$ cat config.mk
export PLATFORM = sky130hd
export DESIGN_NAME = pcr_resolver
export DESIGN_NICKNAME = d
export VERILOG_FILES = /design/src/rtl/pcr_pkg.sv /design/src/rtl/pcr_vis_pick.sv /design/src/rtl/pcr_policy.sv /design/src/rtl/pcr_rsp_reg.sv /design/src/rtl/pcr_resolver.sv
export SDC_FILE = /design/constraint.sdc
export NUM_CORES = 1
export LEC_CHECK = 0
export ABC_CLOCK_PERIOD_IN_PS = 2810
export BUFFER_PORTS_ARGS = -buffer_cell sky130_fd_sc_hd__buf_4
export CAP_MARGIN = 20
export CORE_MARGIN = 4
export CORE_UTILIZATION = 29
export DETAILED_ROUTE_END_ITERATION = 10
export HOLD_SLACK_MARGIN = 0.08
export PLACE_DENSITY = 0.86
export SYNTH_ARGS = -nofsm -noshare
export SYNTH_HDL_FRONTEND = slang
export SYNTH_SLANG_ARGS = --single-unit
$ cat constraint.sdc
create_clock -name clk -period 2.81 [get_ports clk]
set_input_delay 0.281 -clock clk [delete_from_list [all_inputs] [get_ports clk]]
set_output_delay 0.281 -clock clk [all_outputs]
set_load 0.1 [all_outputs]
$ cat src/rtl/pcr_pkg.sv
package pcr_pkg;
    localparam int CTX_W      = 7;
    localparam int PID_W      = 6;
    localparam int VM_W       = 6;
    localparam int ADDR_W     = 32;
    localparam int LINE_BYTES = 64;
    localparam int WORD_BYTES = 4;
    localparam int WORDS      = LINE_BYTES / WORD_BYTES;
    localparam int WIDX_W     = $clog2(WORDS);
    localparam int WOFS       = $clog2(WORD_BYTES);

    // Extended tag of one cache line
    typedef struct packed {
        logic             sealed;
        logic             plain;
        logic [CTX_W-1:0] ctx;
        logic [PID_W-1:0] pid;
        logic [VM_W-1:0]  vm;
        logic [WORDS-1:0] vis;
    } line_tag_t;

    // Status of the agent issuing the access
    typedef struct packed {
        logic             hyp;
        logic             kern;
        logic [VM_W-1:0]  vm;
        logic [PID_W-1:0] pid;
        logic [CTX_W-1:0] ctx;
    } who_t;

    typedef enum logic [1:0] {
        ACT_APP  = 2'd0,
        ACT_KERN = 2'd1,
        ACT_HYP  = 2'd2
    } actor_e;

    typedef struct packed {
        logic valid;
        logic hit;
        logic deny;
        logic plain;
    } verdict_t;

    // Hypervisor mode outranks guest-kernel mode
    function automatic actor_e classify(input logic hyp, input logic kern);
        if (hyp)       return ACT_HYP;
        else if (kern) return ACT_KERN;
        else           return ACT_APP;
    endfunction
endpackage

$ cat src/rtl/pcr_vis_pick.sv
module pcr_vis_pick
    import pcr_pkg::*;
(
    input  logic [WORDS-1:0]  vis,
    input  logic [WIDX_W-1:0] widx,
    output logic              bit_set
);
    logic [WORDS-1:0] sel;

    // One-hot word decode, then AND-OR with the visibility vector
    for (genvar g = 0; g < WORDS; g++) begin : g_word
        assign sel[g] = (widx == WIDX_W'(g)) & vis[g];
    end

    assign bit_set = |sel;
endmodule

$ cat src/rtl/pcr_policy.sv
module pcr_policy
    import pcr_pkg::*;
(
    input  line_tag_t line,
    input  who_t      who,
    input  logic      vis_bit,
    input  logic      key_same,
    output logic      ent_plain
);
    actor_e act;
    logic   same_vm;
    logic   kern_line;
    logic   own_app;
    logic   own_kern;

    assign act       = classify(who.hyp, who.kern);
    assign same_vm   = (line.vm == who.vm);
    assign kern_line = (line.pid == '0);
    assign own_app   = same_vm && (line.pid == who.pid) && (line.ctx == who.ctx);
    assign own_kern  = same_vm && kern_line && (line.ctx == who.ctx);

    always_comb begin
        if (!line.sealed) begin
            ent_plain = 1'b1;
        end else begin
            unique case (act)
                ACT_HYP:  ent_plain = 1'b0;
                ACT_KERN: ent_plain = own_kern || (!kern_line && same_vm && vis_bit);
                ACT_APP:  ent_plain = own_app || key_same;
                default:  ent_plain = 1'b0;
            endcase
        end
    end
endmodule

$ cat src/rtl/pcr_rsp_reg.sv
module pcr_rsp_reg
    import pcr_pkg::*;
(
    input  logic     clk,
    input  logic     rst,
    input  verdict_t d,
    output verdict_t q
);
    always_ff @(posedge clk) begin
        if (rst) q <= '0;
        else     q <= d;
    end
endmodule

$ cat src/rtl/pcr_resolver.sv
module pcr_resolver
    import pcr_pkg::*;
(
    input  logic              clk,
    input  logic              rst,
    input  logic              req_valid,
    input  logic [ADDR_W-1:0] req_addr,
    input  logic              tag_match,
    input  logic              ln_sealed,
    input  logic              ln_plain,
    input  logic [CTX_W-1:0]  ln_ctx,
    input  logic [PID_W-1:0]  ln_pid,
    input  logic [VM_W-1:0]   ln_vm,
    input  logic [WORDS-1:0]  ln_vis,
    input  logic              st_hyp,
    input  logic              st_kern,
    input  logic [VM_W-1:0]   st_vm,
    input  logic [PID_W-1:0]  st_pid,
    input  logic [CTX_W-1:0]  st_ctx,
    input  logic              key_same,
    output logic              rsp_valid,
    output logic              rsp_hit,
    output logic              rsp_deny,
    output logic              rsp_plain
);
    line_tag_t         line;
    who_t              who;
    logic [WIDX_W-1:0] widx;
    logic              vis_bit;
    logic              ent_plain;
    verdict_t          nxt;
    verdict_t          cur;
    logic              unused_addr_bits;

    assign line = '{sealed: ln_sealed, plain: ln_plain, ctx: ln_ctx,
                    pid: ln_pid, vm: ln_vm, vis: ln_vis};
    assign who  = '{hyp: st_hyp, kern: st_kern, vm: st_vm,
                    pid: st_pid, ctx: st_ctx};

    assign widx             = req_addr[WOFS +: WIDX_W];
    assign unused_addr_bits = ^{req_addr[ADDR_W-1:WOFS+WIDX_W], req_addr[WOFS-1:0]};

    pcr_vis_pick u_pick (
        .vis     (ln_vis),
        .widx    (widx),
        .bit_set (vis_bit)
    );

    pcr_policy u_pol (
        .line      (line),
        .who       (who),
        .vis_bit   (vis_bit),
        .key_same  (key_same),
        .ent_plain (ent_plain)
    );

    always_comb begin
        nxt       = '0;
        nxt.valid = req_valid;
        if (req_valid) begin
            nxt.plain = ent_plain;
            nxt.deny  = ln_sealed && !ent_plain;
            nxt.hit   = tag_match && (!ln_sealed || (ln_plain == ent_plain));
        end
    end

    pcr_rsp_reg u_reg (
        .clk (clk),
        .rst (rst),
        .d   (nxt),
        .q   (cur)
    );

    assign rsp_valid = cur.valid;
    assign rsp_hit   = cur.hit;
    assign rsp_deny  = cur.deny;
    assign rsp_plain = cur.plain;
endmodule

# Word level (Yosys, flattened, before mapping)
# Cells that the tools add are included.
dict set report word_totals {
  in_bits 95
  word_cells 64
  register_bits 4
}
dict set report classes {
  n_reduce_logical 19
  muxes 4
  n_eq_ne 20
  n_bitwise 17
}
# cell count
set ops {}
lappend ops {{$eq 4x4->1 const B} 8}
lappend ops {{$and 1x1->1} 16}
lappend ops {{$eq 4x3->1 const B} 4}
lappend ops {{$reduce_or 16->1} 1}
lappend ops {{$eq 6x6->1} 2}
lappend ops {{$eq 4x2->1 const B} 2}
lappend ops {{$logic_and 1x1->1} 8}
lappend ops {{$eq 7x7->1} 1}
lappend ops {{$logic_not 6->1} 1}
lappend ops {{$eq 4x1->1 const B} 1}
lappend ops {{$logic_not 4->1} 1}
lappend ops {{$logic_not 1->1} 3}
lappend ops {{$logic_or 1x1->1} 3}
lappend ops {{$eq 2x1->1 const B} 1}
lappend ops {{$logic_not 2->1} 1}
lappend ops {{$mux 1} 2}
lappend ops {{$mux 2} 1}
lappend ops {{$pmux 1 s2} 1}
lappend ops {{$reduce_or 2->1} 1}
lappend ops {{$eq 1x1->1} 1}
lappend ops {{$not 1->1} 1}

# Logic depth before layout (Yosys ltp)
dict set report logic_depth {
  depth_word 10
  depth_mapped 7
  mapped_depth_nobuf 6
}

# Hierarchy
# From an unflattened synthesis, not the netlist that was laid out.
dict set report unflattened {
  hier_cells 57
  area_unflattened_um2 561.8
}
# module cells_each area_per_inst_um2 n_inst
set modules_own_cells {}
lappend modules_own_cells {pcr_policy 36 289.0 1}
lappend modules_own_cells {pcr_vis_pick 7 135.1 1}
lappend modules_own_cells {pcr_rsp_reg 8 105.1 1}
lappend modules_own_cells {pcr_resolver 6 32.5 1}

# Least setup slack after synthesis
# OpenSTA, ideal clock, no wires.
dict set report synth_path {
  path_type {input to register}
  from {input port req_addr[2]}
  to {register u_reg.q[2] (netlist bit)}
  path_stages 7
  path_buffers 1
  arrival_time_ns 1.760
  required_time_ns 2.737
  slack_ns 0.977
  cell_sequence {buf_2 > mux4_2 > and3_2 > a311oi_1 > a211oi_1 > o2111a_1 > nor3_2}
}
dict set report synth_via {
  elab_chain_cells 10
  word_cells_on_any_way 40
  classes_between {16 x eq/ne; 2 x mux; 16 x bitwise; 6 x reduce/logical}
}
# item line_no
set synth_lines {}
lappend synth_lines {{start, declared} pcr_resolver.sv:7} ;# input logic [ADDR_W-1:0] req_addr,
lappend synth_lines {{$eq 4x1->1 (tied with other cells)} pcr_vis_pick.sv:12} ;# assign sel[g] = (widx == WIDX_W'(g)) & vis[g];
lappend synth_lines {{$and 1x1->1} pcr_vis_pick.sv:12}
lappend synth_lines {{$reduce_or 16->1 *} pcr_vis_pick.sv:15} ;# assign bit_set = |sel;
lappend synth_lines {{$logic_and 1x1->1 *} pcr_policy.sv:28} ;# ACT_KERN: ent_plain = own_kern || (!kern_line && same_vm && vis_bit);
lappend synth_lines {{$logic_or 1x1->1 *} pcr_policy.sv:28}
lappend synth_lines {{$pmux 1 s2 *} pcr_policy.sv:26} ;# unique case (act)
lappend synth_lines {{$mux 1 *} pcr_policy.sv:23} ;# if (!line.sealed) begin
lappend synth_lines {{$eq 1x1->1 *} pcr_resolver.sv:63} ;# nxt.hit = tag_match && (!ln_sealed || (ln_plain == ent_plain));
lappend synth_lines {{$logic_or 1x1->1 *} pcr_resolver.sv:63}
lappend synth_lines {{$logic_and 1x1->1 *} pcr_resolver.sv:63}
lappend synth_lines {{end signal, assigned} pcr_rsp_reg.sv:10} ;# if (rst) q <= '0;
lappend synth_lines {{end signal, assigned} pcr_rsp_reg.sv:11} ;# else q <= d;
lappend synth_lines {{end, declared} pcr_rsp_reg.sv:7} ;# output verdict_t q
# Mark *: on every way between the ends. The rest lies on a longest branch, timed or not.
# A chain may end at the register's enable or synchronous reset.

# Worst setup path in the final report
dict set report layout_path {
  from {input port ln_pid[0]}
  to {register u_reg.q[1] (netlist bit)}
}
dict set report layout_via {
  elab_chain_cells 9
  word_cells_on_any_way 15
  classes_between {1 x eq/ne; 2 x mux; 12 x reduce/logical}
}
# item line_no
set layout_lines {}
lappend layout_lines {{start, declared} pcr_resolver.sv:12} ;# input logic [PID_W-1:0] ln_pid,
lappend layout_lines {{$logic_not 6->1} pcr_policy.sv:18} ;# assign kern_line = (line.pid == '0);
lappend layout_lines {{$logic_not 1->1} pcr_policy.sv:28}
lappend layout_lines {{$logic_and 1x1->1 (2 in a row)} pcr_policy.sv:28}
lappend layout_lines {{$logic_or 1x1->1} pcr_policy.sv:28}
lappend layout_lines {{$pmux 1 s2 *} pcr_policy.sv:26}
lappend layout_lines {{$mux 1 *} pcr_policy.sv:23}
lappend layout_lines {{$logic_not 1->1 *} pcr_resolver.sv:62} ;# nxt.deny = ln_sealed && !ent_plain;
lappend layout_lines {{$logic_and 1x1->1 *} pcr_resolver.sv:62}
# Marks and branches as above.

==> flow_metrics.py <==
metrics = {
    "run_status": {
        "status": "finished, final reports clean",
    },
    "synthesis": {
        "synth_area_leader_cell": "xor2_1",
        "synth_most_common_cell": "xor2_1",
        "synthXorXnorAreaFrac_pct": 29.2,
        "synthesis.area_um2": 571,
        "synthAdderAreaFrac_pct": 0,
        "synth_top_area_share_pct": 26.1,
        "yosys-mux-area-fraction_pct": 15.1,
        "syn-num-nets": 161,
        "synthTopCellsByCount": "xor2_1, dfxtp_1, nor2_1",
        "synth_edf_count": 0,
        "yosys.area_share.simple_pct": 24.3,
        "syn_avg_cell_area_um2": 8.64,
        "yosys_warnings": 0,
        "ys_seq_elements": 4,
        "async_reset_ff_share_pct": 0,
        "synth_top_family_by_area": "XOR/XNOR gates",
        "synth_compound_area_share_pct": 15.8,
        "synth_ff_type": "dfxtp_1",
        "synth.distinct_cells": 34,
        "yosys-top-cells-area": "xor2_1, dfxtp_1, mux2_2",
        "synth_cells": 66,
        "ys_seq_area_share_pct": 14.0,
    },
    "grt": {
        "grt.met3_usage_pct": 3.70,
        "grt_max_degree": 8,
        "grt_usage_pct": 15.1,
        "grt_pass1_wl_mm": 3.17,
        "antenna_found_initial": 0,
        "grt_busiest_layer": "met2",
        "grt_pass1_vias": 796,
        "grtUsageMet1_pct": 14.3,
        "grt_remaining_overflow": 0,
        "met2_usage_pct": 30.6,
    },
    "layout": {
        "num-fill-cells": 165,
        "insertedDiodeCount": 0,
        "largest_register_ffs": 4,
        "largest_register": "u_reg.q",
        "reg_top3": "u_reg.q x4",
        "drive_gt1_share_pct": 59.4,
        "final_cell_area_mm2": 0.00114,
        "area_delta_synth_final_pct": 101,
        "fin_nets": 235,
        "layout.cells.non_filler": 163,
    },
    "cts": {
        "clk_pin_slew_ps": 30,
        "htreeDepth": 1,
        "cts_root_buffer": "clkbuf_4",
        "cts_setup_buffers": 0,
        "clock_path_buffers": 2,
        "cts_buffers": 3,
        "cts_resized": 0,
        "clock_sinks": 4,
        "hold_buffers": 0,
        "cts_tree": "done",
    },
    "job": {
        "cap_viol_max_count": 0,
    },
    "placed_design": {
        "globalplace.congestion": 0.655,
        "place_area_mm2": 0.00112,
        "dp_cells": 160,
        "hpwl_mm": 1.83,
        "buffer_ports.inserted": 70,
    },
    "timing": {
        "worst_slew_pin_slew_ps": 428,
        "period_minus_slack_ps": 1860,
        "max_freq_ghz": 0.538,
        "setup-tns-final_ps": 0,
        "slew-limit-headroom_pct": 71.2,
        "drv_slew": 0,
        "final_hold_viol_count": 0,
        "setup_viol": 0,
        "rsz0062_at_grt": "no",
        "fin_crit_sh_pct": 66.2,
    },
    "drt": {
        "drt_pre_antenna_iters": 4,
        "drtIter0Drc": 1,
        "vias": 776,
        "wl_per_cell_um": 12.0,
        "drc": 0,
        "antenna_left": 0,
        "routed_via_density": 4.76,
        "routed_wl_mm": 1.96,
    },
    "die": {
        "die_h_um": 52.4,
        "coreArea_mm2": 0.00180,
        "core.rowCount": 15,
        "initial_core_util_pct": 31.7,
        "ios": 99,
        "die-width_um": 52.4,
        "dieArea_mm2": 0.00274,
    },
    "setup_path": {
        "worstSetupPathType": "in2reg",
        "critical_path.max_fanout": 3,
        "critPathSlowestCell": "or4_4",
        "crit_start": "ln_pid[0]",
        "end_kind": "flip-flop",
        "critPathCapture": "u_reg.q[1]",
        "arrival_ps": 1980,
        "crit_required_ps": 2930,
        "path_cells": "buf_4, or4_4, o31ai_1, a311oi_1, a211oi_1, o21ai_0, and3_1",
        "start_kind": "input port",
        "critPathMaxStageDelay_ps": 530,
    },
    "power": {
        "vdd_drop_max_mv": 0.193,
        "p_leak_nw": 0.571,
        "p_per_area_mw_per_mm2": 249,
    },
    "hold_path": {
        "hp-class": "in2reg",
    },
}
[cell usage in the layout, fill, tap and decap left out, types with 2 or more instances in the layout]
master     n
buf_4     70
xor2_1    17
nor2_1     4
dfxtp_1    4
nor4_1     3
mux2i_1    3
mux2_2     3
clkbuf_4   3
xnor2_1    2
nor3_1     2
nand2_1    2
nor2b_1    2
[layout make-up]
type	count	area [um^2]	area share, %
clock buffers	3	22.5	1.97
repair buffers	70	526	45.9
flip-flops and latches	4	80.1	6.99
inverters	1	3.75	0.328
well taps	25	31.3	2.73
multi-input cells	60	482	42.1
[power breakdown]
part | total (mW) | internal [mW] | leakage [nW] | switching, mW
sequential | 0.0604 | 0.0598 | 0.0329 | 0.000637
clock | 0.0702 | 0.0477 | 0.0138 | 0.0225
combinational | 0.154 | 0.0910 | 0.524 | 0.0629
total | 0.284 | 0.199 | 0.571 | 0.0860
[per-stage QoR]
stage / hold WS, ps / utilization (%) / setup slack, ps / total power, mW
global placement: 476 / 62.3 / 781 / 0.212
CTS: 237 / 63.5 / 950 / 0.289
finish: 241 / 63.5 / 951 / 0.284
floorplan: 377 / - / 977 / 0.127
global route: 246 / 63.5 / 804 / 0.307
detailed placement: 482 / 62.3 / 704 / 0.216
[worst min-delay path by stage]
stage | startpoint | to | cells past startpoint
2_1_floorplan | rst | u_reg.q[3] | 1
6_report | rst | u_reg.q[3] | 2
4_1_cts | rst | u_reg.q[3] | 2
3_5_place_dp | rst | u_reg.q[3] | 2
3_3_place_gp | rst | u_reg.q[3] | 2
5_1_grt | rst | u_reg.q[3] | 2
[cells by family after synthesis]
kind of cell,Yosys count
and+or+nand+nor,23
DFF,4
buffers and inverters,2
muxes,7
AOI/OAI and AO/OA,11
xor gates and xnor gates,19
[per-layer routing]
metal	up-vias	wire [um]
met1	337	638
li1	393	-
met2	44	1090
met5	-	0
met3	2	213
met4	0	17
[worst max-delay path: cells and delay by family]
family,cells,cell delay [ps]
AO/OA/AOI/OAI,4,840
buffers and inverters,1,120
AND/OR/NAND/NOR,2,740
Note: power is estimated with default switching activity, not from simulation.
